**config.mk**
```make
export PLATFORM = sky130hd
export DESIGN_NAME = sample_window_ctrl
export DESIGN_NICKNAME = d
export VERILOG_FILES = /design/src/rtl/swc_pkg.sv /design/src/rtl/swc_wptr.sv /design/src/rtl/swc_delay.sv /design/src/rtl/swc_rdgen.sv /design/src/rtl/sample_window_ctrl.sv
export SDC_FILE = /design/constraint.sdc
export NUM_CORES = 1
export LEC_CHECK = 0
export ABC_AREA = 1
export BUFFER_PORTS_ARGS = -buffer_cell sky130_fd_sc_hd__buf_2
export CAP_MARGIN = 20
export CORE_ASPECT_RATIO = 0.7
export CORE_MARGIN = 2
export CORE_UTILIZATION = 43
export DETAILED_ROUTE_END_ITERATION = 8
export PLACE_DENSITY = 0.67
export SYNTH_ARGS = -nofsm -noshare
export SYNTH_HDL_FRONTEND = slang
export SYNTH_SLANG_ARGS = --single-unit
```
**constraint.sdc**
```tcl
create_clock -name clk -period 1.92 [get_ports clk]
set_input_delay 0.096 -clock clk [delete_from_list [all_inputs] [get_ports clk]]
set_output_delay 0.096 -clock clk [all_outputs]
set_load 0.01 [all_outputs]
```
**src/rtl/swc_pkg.sv**
```systemverilog
package swc_pkg;

    typedef enum logic [2:0] {
        ST_SAMPLE = 3'd0,
        ST_DELAY  = 3'd1,
        ST_TAG    = 3'd2,
        ST_READ   = 3'd3,
        ST_HOLD   = 3'd4
    } swc_state_e;

endpackage

```
**src/rtl/swc_wptr.sv**
```systemverilog
module swc_wptr #(
    parameter int CELLS = 64,
    localparam int PTR_W = $clog2(CELLS)
) (
    input  logic             clk,
    input  logic             rst_n,
    input  logic             adv_i,
    output logic [PTR_W-1:0] ptr_o
);

    logic [PTR_W-1:0] ptr_q;
    logic [PTR_W-1:0] ptr_inc;

    generate
        if ((1 << PTR_W) == CELLS) begin : g_pow2
            assign ptr_inc = ptr_q + PTR_W'(1);
        end else begin : g_cmp
            assign ptr_inc = (ptr_q == PTR_W'(CELLS - 1)) ? '0 : ptr_q + PTR_W'(1);
        end
    endgenerate

    always_ff @(posedge clk or negedge rst_n) begin
        if (!rst_n)
            ptr_q <= '0;
        else if (adv_i)
            ptr_q <= ptr_inc;
    end

    assign ptr_o = ptr_q;

endmodule

```
**src/rtl/swc_delay.sv**
```systemverilog
module swc_delay #(
    parameter int CNT_W = 6
) (
    input  logic             clk,
    input  logic             rst_n,
    input  logic             load_i,
    input  logic [CNT_W-1:0] load_val_i,
    input  logic             dec_i,
    output logic             final_o
);

    logic [CNT_W-1:0] cnt_q;

    always_ff @(posedge clk or negedge rst_n) begin
        if (!rst_n)
            cnt_q <= '0;
        else if (load_i)
            cnt_q <= load_val_i;
        else if (dec_i && cnt_q != '0)
            cnt_q <= cnt_q - CNT_W'(1);
    end

    assign final_o = (cnt_q == CNT_W'(1));

endmodule

```
**src/rtl/swc_rdgen.sv**
```systemverilog
module swc_rdgen #(
    parameter int CELLS = 64,
    localparam int PTR_W = $clog2(CELLS)
) (
    input  logic             clk,
    input  logic             rst_n,
    input  logic             start_i,
    input  logic [PTR_W-1:0] start_addr_i,
    input  logic [PTR_W-1:0] len_m1_i,
    output logic             valid_o,
    output logic [PTR_W-1:0] addr_o,
    output logic             last_o
);

    logic             busy_q;
    logic [PTR_W-1:0] addr_q;
    logic [PTR_W-1:0] rem_q;

    always_ff @(posedge clk or negedge rst_n) begin
        if (!rst_n) begin
            busy_q <= 1'b0;
            addr_q <= '0;
            rem_q  <= '0;
        end else if (start_i) begin
            busy_q <= 1'b1;
            addr_q <= start_addr_i;
            rem_q  <= len_m1_i;
        end else if (busy_q) begin
            if (rem_q == '0) begin
                busy_q <= 1'b0;
            end else begin
                addr_q <= addr_q + PTR_W'(1);
                rem_q  <= rem_q - PTR_W'(1);
            end
        end
    end

    assign valid_o = busy_q;
    assign addr_o  = addr_q;
    assign last_o  = busy_q && (rem_q == '0);

endmodule

```
**src/rtl/sample_window_ctrl.sv**
```systemverilog
module sample_window_ctrl
    import swc_pkg::*;
#(
    parameter int CELLS  = 64,
    parameter int DLY_W  = 3,
    parameter int GRAY_W = 16,
    localparam int PTR_W = $clog2(CELLS),
    localparam int DLY_SH = PTR_W - DLY_W
) (
    input  logic              clk,
    input  logic              rst_n,
    input  logic              step_i,
    input  logic              trig_i,
    input  logic [GRAY_W-1:0] coarse_gray_i,
    input  logic [DLY_W-1:0]  dly_sel_i,
    input  logic              roi_en_i,
    input  logic [PTR_W-1:0]  roi_ofs_i,
    input  logic [PTR_W-1:0]  roi_len_i,
    input  logic              rearm_i,
    output logic              sampling_o,
    output logic [PTR_W-1:0]  wr_ptr_o,
    output logic              tag_valid_o,
    output logic [GRAY_W-1:0] tag_coarse_o,
    output logic              rd_valid_o,
    output logic [PTR_W-1:0]  rd_addr_o,
    output logic              rd_last_o
);

    swc_state_e        state_q, state_d;
    logic [PTR_W-1:0]  ptr;
    logic [PTR_W-1:0]  trig_cell_q;
    logic [GRAY_W-1:0] coarse_q;
    logic              accept_trig;
    logic              ptr_adv;
    logic              dly_final;
    logic [PTR_W-1:0]  dly_load;
    logic              rd_valid, rd_last;
    logic [PTR_W-1:0]  rd_addr;
    logic [PTR_W-1:0]  rd_start;
    logic [PTR_W-1:0]  rd_len_m1;

    assign accept_trig = (state_q == ST_SAMPLE) && trig_i;
    assign dly_load    = {dly_sel_i, {DLY_SH{1'b0}}};
    assign ptr_adv     = ((state_q == ST_SAMPLE) && step_i && !trig_i) ||
                         ((state_q == ST_DELAY) && step_i);

    swc_wptr #(.CELLS(CELLS)) wptr_i (
        .clk   (clk),
        .rst_n (rst_n),
        .adv_i (ptr_adv),
        .ptr_o (ptr)
    );

    swc_delay #(.CNT_W(PTR_W)) delay_i (
        .clk        (clk),
        .rst_n      (rst_n),
        .load_i     (accept_trig),
        .load_val_i (dly_load),
        .dec_i      ((state_q == ST_DELAY) && step_i),
        .final_o    (dly_final)
    );

    // Start cell and length of the address stream, taken in the tag cycle.
    always_comb begin
        if (roi_en_i) begin
            rd_start  = trig_cell_q + roi_ofs_i;
            rd_len_m1 = roi_len_i;
        end else begin
            rd_start  = ptr;
            rd_len_m1 = PTR_W'(CELLS - 1);
        end
    end

    swc_rdgen #(.CELLS(CELLS)) rdgen_i (
        .clk          (clk),
        .rst_n        (rst_n),
        .start_i      (state_q == ST_TAG),
        .start_addr_i (rd_start),
        .len_m1_i     (rd_len_m1),
        .valid_o      (rd_valid),
        .addr_o       (rd_addr),
        .last_o       (rd_last)
    );

    always_ff @(posedge clk or negedge rst_n) begin
        if (!rst_n) begin
            trig_cell_q <= '0;
            coarse_q    <= '0;
        end else if (accept_trig) begin
            trig_cell_q <= ptr;
            coarse_q    <= coarse_gray_i;
        end
    end

    always_comb begin
        state_d = state_q;
        unique case (state_q)
            ST_SAMPLE: if (trig_i)
                           state_d = (dly_sel_i == '0) ? ST_TAG : ST_DELAY;
            ST_DELAY:  if (step_i && dly_final)
                           state_d = ST_TAG;
            ST_TAG:    state_d = ST_READ;
            ST_READ:   if (rd_last)
                           state_d = ST_HOLD;
            ST_HOLD:   if (rearm_i)
                           state_d = ST_SAMPLE;
            default:   state_d = ST_SAMPLE;
        endcase
    end

    always_ff @(posedge clk or negedge rst_n) begin
        if (!rst_n)
            state_q <= ST_SAMPLE;
        else
            state_q <= state_d;
    end

    always_comb begin
        sampling_o   = (state_q == ST_SAMPLE) || (state_q == ST_DELAY);
        tag_valid_o  = (state_q == ST_TAG);
        wr_ptr_o     = ptr;
        tag_coarse_o = coarse_q;
        rd_valid_o   = rd_valid;
        rd_addr_o    = rd_addr;
        rd_last_o    = rd_last;
    end

endmodule

```
==> results of run 1 <==
[flip-flops by register name, indices dropped and copies added, names as in the netlist]
register / cells
wptr_i.ptr_o: 6
rdgen_i.addr_o: 6
rdgen_i.valid_o: 1
delay_i.cnt_q: 6
trig_cell_q: 6
rdgen_i.rem_q: 6
state_q: 3
tag_coarse_o: 16
[routing by layer]
metal | track usage (%) | wire length (microns)
met1 | 26.93 | 3190
met2 | 29.78 | 2989
met3 | 5.659 | 405
met4 | 3.501 | 19
met5 | 0 | 0
[kinds of logic (layout without fill, tap and decap cells)]
| group | Yosys count | count (layout) | synth area share, % |
|---|---|---|---|
| xor gates and xnor gates | 15 | 15 | 4.679 |
| DFF | 50 | 50 | 44.56 |
| buffers and inverters | 50 | 138 | 8.155 |
| and+or+nand+nor | 160 | 160 | 25.62 |
| adders and majority gates | 13 | 13 | 6.060 |
| AOI/OAI and AO/OA | 50 | 50 | 10.92 |
[where the power goes]
part | switching (W) | leakage (nW) | total [W] | internal (W)
sequential | 0 | 0.573 | 0.00105 | 0.00105
combinational | 0.0000572 | 1.27 | 0.000118 | 0.0000609
clock | 0.000367 | 0.0504 | 0.000755 | 0.000388
[synthesized netlist by cell type (2+ instances only)]
cell      number  area [sq um]
nand2_1      106         397.9
dfrtp_1       50          1251
inv_1         38         142.6
nor2_1        18         67.56
nand3_1       16         80.08
xor2_1        13         113.9
ha_1          12         150.1
o21ai_1       12         60.06
o21ai_0       11         55.05
a21oi_1        8         40.04
nand2_2        5         31.28
buf_6          4         45.04
o211ai_1       4         30.03
o22ai_1        4         25.02
a22oi_1        3         22.52
inv_2          3         11.26
nand2_4        3         33.78
nand3_2        3         30.03
nand4_1        3         18.77
a31oi_1        2         12.51
buf_4          2         15.01
o221ai_1       2         17.52
xnor2_1        2         17.52
[how the worst max path moves through the flow]
stage	cells after the start	to	startpoint	slack, ns
after floorplan	8	rdgen_i.addr_o[4]	trig_cell_q[0]	0.39
after global placement	8	rdgen_i.addr_o[4]	trig_cell_q[0]	0.35
after detailed placement	8	rdgen_i.addr_o[4]	trig_cell_q[0]	0.29
after CTS	8	rdgen_i.addr_o[4]	trig_cell_q[0]	0.25
after global routing	8	rdgen_i.addr_o[4]	trig_cell_q[0]	0.15
final	8	rdgen_i.addr_o[4]	trig_cell_q[0]	0.25
[per-stage QoR]
step | util, % | power [W] | std cells | setup slack [ns] | instance area (sq um)
after global routing | 55.70 | 0.002014 | 504 | 0.1477 | 3496
after global placement | 51.18 | 0.001166 | 479 | 0.3509 | 3212
after CTS | 55.70 | 0.001951 | 504 | 0.2523 | 3496
after floorplan | - | 0.001095 | 338 | 0.3947 | 2808
final | 55.70 | 0.001925 | 504 | 0.2541 | 3496
after detailed placement | 51.18 | 0.001167 | 479 | 0.2864 | 3212
[layout make-up]
| type | count | area, sq um | area share (%) |
|---|---|---|---|
| tap | 78 | 97.59 | 2.792 |
| clock inverter | 3 | 45.04 | 1.288 |
| multi-input combinational | 238 | 1328 | 37.97 |
| timing repair buffer | 88 | 545.5 | 15.60 |
| sequential | 50 | 1251 | 35.79 |
| inverter | 42 | 160.2 | 4.581 |
| clock buffer | 5 | 68.82 | 1.969 |
[worst min-delay path: cells and delay by family]
kind	cells	cell delay [ns]
buf+inv	1	0.09
compound gates	2	0.14
==> metrics.md, run 1 <==
| Metric | Value |
|---|---|
| Final ANT Viol Nets | 0 |
| CTS tree | built |
| Placer congestion estimate | about 0.82 |
| Cell Area, Synth | 2808 sq um |
| Skew final | 0.007284 ns |
| Peak VDD IR | ~0.35 mV |
| Hpwl dp | 4819 microns |
| Max frequency | about 600 MHz |
| Crit start category | flip-flop |
| R2R Setup Slk | 0.25 ns |
| Worst Path Required | roughly 2.2 ns |
| First-pass GRT wire length | ~11000 microns |
| Ys Warns | 0 |
| Hold path cells | 3 |
| CP endpoint kind | flip-flop |
| Final nets | about 480 |
| Buf/Inv on CP | 1 |
| Drt first-iter violations | between 100 and 150 |
| Syn avg cell area | a little over 8 sq um |
| Cell count after synthesis | 338 |
| PortBufs | 68 |
| WS Path Type | flip-flop to flip-flop |
| Post-synthesis sequential area ratio | ~45% |
| Die height | 71.61 microns |
| Max FO, Critical Path | 2 |
| Max_slew headroom | 65.81% |
| # rows | 24 |
| Share of layout cells above drive strength 1 | 23.71% |
| Vias in the first global route | 2367 |
| Setup Buffers After CTS | 0 |
| Fillers | ~570 |
| Primary FF master, synth | dfrtp_1 |
| Pre-antenna DRT Iters | 4 |
| Hold EP | delay_i.cnt_q[4] |
| Clock buffer depth | 2 |
| Synth Net Count | just under 400 |
| Worst r2r path cells | 8 |
| Clock Latency Late Sink | around 0.31 ns |
| Synth cell types | 37 |
| Worst reg2reg startpoint | trig_cell_q[0] |
| R2R Path End | rdgen_i.addr_o[4] |
| Initial Util | 44.74% |
| Avg WL per Cell | approximately 13 microns |
| Synth-to-layout area growth | 24.51% |
| Reg clk slew, reported paths | roughly 0.1 ns |
| Root buf cell | clkbuf_8 |
| Worst Tran Pin Value | 0.5128 ns |
| Hold Slack | ~0.061 ns |
| Core Region | 6276 sq um |
| CP delay by family, top | adder cells |
| Final hold violation count | 0 |
| Status | finished, final reports clean |
| Global-route usage over all layers | a little under a fifth |
| EDFF count, synth | 0 |
| Final Setup Violations | 0 |
| P_leak | approximately 1.9 nW |
| Via/cell ratio | approximately 4.9 |
| Most common cell after layout, fill and taps aside | nand2_1 |
| # DRC | 0 |
| # IOs | between 60 and 70 |
| Worst min path class | input pin to flip-flop |
| CTS H-Tree Depth | 2 |
| CTS resizes | 0 |
| Crit path DAT | between 1.5 and 2 ns |
| Max_cap viols | 0 |
| Initial antenna violation count | 0 |
| CP max-delay cell | fa_1 |
| Period Utilization, post-route | 86.77% |
| DIE WIDTH | between 100 and 150 microns |
| Power Dens Cells | between 500 and 600 nW/um^2 |
| TritonCTS buffer count | 5 |
| Synthesized flop and latch total | 50 |
| Tmin final | between 1.5 and 2 ns |
| GR Overflow Total | 0 |
| Pin count of the biggest net entering global routing | 32 |
| Clock sink count | 50 |
| Max stage delay on crit path | around 0.39 ns |
| Commonest non-fill, non-tap cells in the layout | 106 x nand2_1, 68 x buf_2, 50 x dfrtp_1, 38 x inv_1, 18 x nor2_1 |
| DR vias | 2473 |
| Total negative slack | 0 ns |
| Die ar. | 7202 sq um |
| HP Start | dly_sel_i[1] |
| Max-slew violations | 0 |
| Number of diodes | 0 |
| Cell Chain, Critical Path | ha_1 > inv_1 > fa_1 > nand3b_1 > a21o_1 > nand3_1 > nand2_1 > a21oi_1 |
| WL final | 6604 microns |
| RSZ-0062 raised after global routing | false |
| Asr flop ratio synth | 100.0% |
| Hold_buf cts | 17 |
No activity file was read; power rests on OpenSTA's default activity.
==> run 2, diff against run 1 <==
==> constraint.sdc (replaced) <==
create_clock -name clk -period 1.92 [get_ports clk]
set_input_delay 0.192 -clock clk [delete_from_list [all_inputs] [get_ports clk]]
set_output_delay 0.192 -clock clk [all_outputs]
set_load 0.01 [all_outputs]
==> metrics.md, run 2 (synthesis results as in run 1) <==
| Metric | Value |
|---|---|
| Status | finished, final reports clean |
| Synth-to-layout area growth | 18.49% |
| DR vias | 2422 (-2.1%) |
| Hold Slack | 0.05886 ns (-0.002330 ns) |
| Final nets | 460 (-3.2%) |
| Placer congestion estimate | 0.8074 (-2.0%) |
| Max_slew headroom | 78.08% (+12 points) |
| Area post-placement | 3219 sq um (+0.23%) |
| Avg WL per Cell | 13.18 microns (+0.60%) |
| RSZ-0062 raised after global routing | false |
| Hold_buf cts | 1 (-16) |
| Worst Path Required | 1.73 ns (-0.43 ns) |
| CTS resizes | 0 (unchanged) |
| Commonest non-fill, non-tap cells in the layout | 106 x nand2_1, 68 x buf_2, 50 x dfrtp_1, 38 x inv_1, 18 x nor2_1 |
| Period Utilization, post-route | 86.31% (-0.46 points) |
| P_leak | 1.834 nW (-3.2%) |
| DIE WIDTH | 100.6 microns (unchanged) |
| Post-route cell area | 3327 sq um (-4.8%) |
| Power Dens Cells | 548.0 nW/um^2 (-0.48%) |
| Clock Latency Late Sink | 0.32 ns (about the same) |
| Global-route usage over all layers | 19.27% (+0.14 points) |
| Reg clk slew, reported paths | 0.10 ns (about the same) |
| Dpl cells | 480 (+0.21%) |
| Crit start category | flip-flop |
| Max FFs per register | 16 (unchanged) |
| Initial antenna violation count | 0 (unchanged) |
| Skew final | 0.006134 ns (-0.001149 ns) |
| Die ar. | 7202 sq um (unchanged) |
| Peak VDD IR | 0.2627 mV (-26%) |
| Max_cap viols | 0 (unchanged) |
| Die height | 71.61 microns (unchanged) |
| Final Setup Violations | 0 (unchanged) |
| # rows | 24 (unchanged) |
| Total negative slack | 0 ns (unchanged) |
| Share of layout cells above drive strength 1 | 24.82% (+1.1 points) |
| Clock buffer depth | 2 (unchanged) |
| WS Path Type | flip-flop to output pin |
| Final ANT Viol Nets | 0 (unchanged) |
| Pre-antenna DRT Iters | 4 (unchanged) |
| Hpwl dp | 4870 microns (+1.1%) |
| Crit path DAT | 1.47 ns (-0.43 ns) |
| Final hold violation count | 0 (unchanged) |
| PortBufs | 68 (unchanged) |
| GR Overflow Total | 0 (unchanged) |
| Drt first-iter violations | 106 (-18%) |
| CP endpoint kind | output pin |
| Final Total Pwr | 0.001823 W (-5.3%) |
| Max-slew violations | 0 (unchanged) |
| Finished Layout Cells | 489 (-3.0%) |
| Pin count of the biggest net entering global routing | 41 (+28%) |
| Vias in the first global route | 2367 (unchanged) |
| CTS H-Tree Depth | 2 (unchanged) |
| Max FO, Critical Path | 6 (+4) |
| Max frequency | 603.5 MHz (+0.53%) |
| Initial Util | 44.74% (unchanged) |
| Tmin final | 1.657 ns (-0.008791 ns) |
| CTS tree | built |
| Worst Tran Pin Value | 0.3285 ns (-0.1843 ns) |
| Setup Buffers After CTS | 0 (unchanged) |
| # DRC | 0 (unchanged) |
| Worst min path class | input pin to flip-flop |
| Root buf cell | clkbuf_8 |
| Core Region | 6276 sq um (unchanged) |
| Number of diodes | 0 (unchanged) |
| First-pass GRT wire length | 11030 microns (+0.63%) |
| # IOs | 69 (unchanged) |
| Most common cell after layout, fill and taps aside | nand2_1 |
| Via/cell ratio | 4.953 (+0.94%) |
| Clock sink count | 50 (unchanged) |
| TritonCTS buffer count | 5 (unchanged) |
| WL final | 6446 microns (-2.4%) |
| Fillers | 613 (+8.1%) |
[run 2: changes by cell type in the layout (fill, tap and decap cells not counted), sizes merged]
cell / change
clkinv: +1
buf: +1
bufinv: -1
inv: +2
dlygate4sd3: -16
clkinvlp: -2
[run 2: through the flow]
| step | util, % | setup slack (ns) |
|---|---|---|
| 2_1_floorplan | - | 0.3947 |
| 3_3_place_gp | 51.30 | 0.3475 |
| 3_5_place_dp | 51.30 | 0.2680 |
| 4_1_cts | 53.01 | 0.2386 |
| 5_1_grt | 53.01 | 0.09706 |
| 6_report | 53.01 | 0.2629 |
[run 2: worst max-delay path, cell delays in order, from the launching register on]
cell and delay, ns:
dfrtp_1 0.37, inv_1 0.14, ha_1 0.18, nand4_2 0.13
nor2_1 0.16, buf_2 0.16
[run 2: worst paths after layout]
| path | startpoint | to | slack, ns | cells after the start |
|---|---|---|---|---|
| hold / removal | coarse_gray_i[1] | tag_coarse_o[1] | 0.06 | 3 |
| hold reg to reg | tag_coarse_o[11] | tag_coarse_o[11] | 0.49 | 2 |
| setup reg to reg | trig_cell_q[0] | rdgen_i.addr_o[4] | 0.27 | 8 |
| min in group asynchronous | rst_n | trig_cell_q[5] | 0.29 | 2 |
| max in group asynchronous | rst_n | tag_coarse_o[8] | 1.13 | 3 |
| setup / recovery | rdgen_i.rem_q[0] | rd_last_o | 0.26 | 5 |
[run 2: power breakdown]
group	switching, W	internal [W]	total, W
clock network	0.000404	0.000273	0.000678
registers	0	0.00105	0.00105
logic	0.0000534	0.0000401	0.0000935
[run 2: layout make-up]
type / instances / area, sq um / share of cell area (%)
multi-input cells: 238 / 1328 / 39.90
flip-flops and latches: 50 / 1251 / 37.61
repair buffers: 73 / 392.9 / 11.81
inverters: 42 / 160.2 / 4.814
well taps: 78 / 97.59 / 2.933
clock buffers: 5 / 68.82 / 2.068
clock inverters: 3 / 28.78 / 0.8650
[run 2: layer usage]
metal	part of all wire (%)	routed length [microns]	vias to the layer above	GRT usage, %
li1	-	-	1230	-
met1	49	3175	1125	28.11
met2	45	2888	61	29.78
met3	5.2	336	6	4.390
met4	0.71	46	0	3.653
met5	0	0	-	0
==> run 3, diff against run 2 <==
--- a/config.mk
+++ b/config.mk
@@ -9,7 +9,6 @@
 export BUFFER_PORTS_ARGS = -buffer_cell sky130_fd_sc_hd__buf_2
 export CAP_MARGIN = 20
 export CORE_ASPECT_RATIO = 0.7
-export CORE_MARGIN = 2
 export CORE_UTILIZATION = 43
 export DETAILED_ROUTE_END_ITERATION = 8
 export PLACE_DENSITY = 0.67
==> metrics.md, run 3 (synthesis results as in run 1) <==
| Metric | Value |
|---|---|
| Status | finished, final reports clean |
| Number of diodes | 0 (unchanged) |
| Fillers | 591 (-3.6%) |
| Skew final | 0.005599 ns (-0.0005357 ns) |
| CTS tree | built |
| WL final | 6286 microns (-2.5%) |
| Internal Pwr Total | 0.001364 W (-0.14%) |
| CP endpoint kind | flip-flop |
| Final ANT Viol Nets | 0 (unchanged) |
| Max_slew headroom | 60.16% (-18 points) |
| # rows | 24 (unchanged) |
| Max_cap viols | 0 (unchanged) |
| R2R Setup Slk | 0.27 ns (about the same) |
| Hold_buf cts | 1 (unchanged) |
| Final Total Pwr | 0.001801 W (-1.2%) |
| Max FO, Critical Path | 2 (-4) |
| Tmin final | 1.648 ns (-0.009580 ns) |
| Fraction of power consumed by sequential logic | 58.4% (+0.7 points) |
| Pre-antenna DRT Iters | 4 (unchanged) |
| Max-slew violations | 0 (unchanged) |
| # IOs | 69 (unchanged) |
| Comb power frac | 5.1% (about the same) |
| Avg WL per Cell | 12.85 microns (-2.5%) |
| Drt first-iter violations | 162 (+53%) |
| First-pass GRT wire length | 10610 microns (-3.8%) |
| Global-route usage over all layers | 19.52% (+0.26 points) |
| Worst Path Required | 2.16 ns (+0.43 ns) |
| Setup WS pre-CTS | 0.2947 ns (+0.02668 ns) |
| Share of layout cells above drive strength 1 | 24.82% (unchanged) |
| Finished Layout Cells | 489 (unchanged) |
| Peak VDD IR | 0.2455 mV (-6.5%) |
| Final worst slack | 0.2725 ns (+0.009580 ns) |
| Crit path DAT | 1.88 ns (+0.41 ns) |
| CTS H-Tree Depth | 2 (unchanged) |
| Final hold violation count | 0 (unchanged) |
| WS Path Type | flip-flop to flip-flop |
| Hold EP | tag_coarse_o[4] |
| Die height | 69.61 microns (-2.8%) |
| Dpl cells | 480 (unchanged) |
| Commonest non-fill, non-tap cells in the layout | 106 x nand2_1, 68 x buf_2, 50 x dfrtp_1, 38 x inv_1, 18 x nor2_1 |
| Worst reg2reg startpoint | trig_cell_q[0] |
| Vias in the first global route | 2229 (-5.8%) |
| Crit start category | flip-flop |
| Initial Util | 44.74% (unchanged) |
| Core Region | 6276 sq um (unchanged) |
| Die ar. | 6862 sq um (-4.7%) |
| Power Dens Cells | 543.2 nW/um^2 (-0.88%) |
| Worst r2r path cells | 8 (unchanged) |
| Worst min path class | input pin to flip-flop |
| P_leak | 1.829 nW (-0.29%) |
| Clock Latency Late Sink | 0.30 ns (-0.02 ns) |
| RSZ-0062 raised after global routing | false |
| Setup Buffers After CTS | 0 (unchanged) |
| DIE WIDTH | 98.58 microns (-2.0%) |
| Initial antenna violation count | 0 (unchanged) |
| Max frequency | 607.0 MHz (+0.58%) |
| Final Setup Violations | 0 (unchanged) |
| Total negative slack | 0 ns (unchanged) |
| Switching pwr | 0.0004368 W (-4.6%) |
| PortBufs | 68 (unchanged) |
| TritonCTS buffer count | 5 (unchanged) |
| Placer congestion estimate | 0.8163 (+1.1%) |
| DR vias | 2374 (-2.0%) |
| Most common cell after layout, fill and taps aside | nand2_1 |
| Clock buffer depth | 2 (unchanged) |
| Worst Tran Pin Value | 0.5977 ns (+0.2691 ns) |
| Synth-to-layout area growth | 18.05% |
| GR Overflow Total | 0 (unchanged) |
| # DRC | 0 (unchanged) |
| Clock group share of total power | 36.5% (-0.7 points) |
| Final nets | 460 (unchanged) |
| Switching portion of total power | 24.26% (-0.84 points) |
| CTS resizes | 0 (unchanged) |
| Reg clk slew, reported paths | 0.10 ns (about the same) |
| HP Start | coarse_gray_i[4] |
| Hold path cells | 3 (unchanged) |
| Final Util | 52.81% (-0.20 points) |
| Max FFs per register | 16 (unchanged) |
| Pin count of the biggest net entering global routing | 27 (-34%) |
| Hpwl dp | 4791 microns (-1.6%) |
| Period Utilization, post-route | 85.81% (-0.50 points) |
| Root buf cell | clkbuf_8 |
| Clock sink count | 50 (unchanged) |
| Via/cell ratio | 4.855 (-2.0%) |
| R2R Path End | rdgen_i.addr_o[4] |
[run 3: cell counts in the layout (fill, tap and decap cells not counted)]
Identical to the previous run, type by type.
[run 3: cell type report]
cell class              count  area, sq um  share of cell area [%]
clock buffers               5        68.82                   2.076
clock inverters             3        28.78                  0.8683
inverters                  42        160.2                   4.832
multi-input cells         238         1328                   40.05
flip-flops and latches     50         1251                   37.75
well taps                  78        97.59                   2.945
repair buffers             73        380.4                   11.48
[run 3: worst max path at each step]
| stage | startpoint | end | cells past startpoint |
|---|---|---|---|
| finish | trig_cell_q[0] | rdgen_i.addr_o[4] | 8 |
| global route | trig_cell_q[0] | rdgen_i.addr_o[4] | 8 |
| CTS | rdgen_i.rem_q[0] | rd_last_o | 5 |
| detailed placement | trig_cell_q[0] | rdgen_i.addr_o[4] | 8 |
| global placement | trig_cell_q[0] | rdgen_i.addr_o[4] | 8 |
| floorplan | trig_cell_q[0] | rdgen_i.addr_o[4] | 8 |
[run 3: metal layers]
metal,share of wire [%],vias up,global-route usage (%)
li1,-,1229,-
met1,51,1086,29.22
met2,45,59,29.42
met3,4.7,0,4.839
met4,0,0,2.156
met5,0,-,0
[run 3: power by group through the flow]
| stage | Combinational, W | Sequential [W] | Clock, W |
|---|---|---|---|
| after floorplan | 0.0000218 | 0.00107 | 0 |
| after global placement | 0.0000912 | 0.00107 | 0 |
| after CTS | 0.0000938 | 0.00105 | 0.000691 |
| after detailed placement | 0.0000920 | 0.00107 | 0 |
| final | 0.0000911 | 0.00105 | 0.000657 |
| after global routing | 0.000103 | 0.00105 | 0.000739 |
[run 3: through the flow]
step           area (sq um)  hold slack (ns)
2_1_floorplan          2808          -0.1036
3_3_place_gp           3207           0.2323
3_5_place_dp           3207           0.2325
5_1_grt                3314          0.05266
6_report               3314          0.07007
4_1_cts                3314          0.05728
[run 3: critical path: stages, from the launching register on]
cell	delay (ns)
dfrtp_1	0.36
ha_1	0.16
inv_1	0.06
fa_1	0.41
nand3b_1	0.20
a21o_1	0.18
nand3_1	0.06
nand2_1	0.05
a21oi_1	0.11
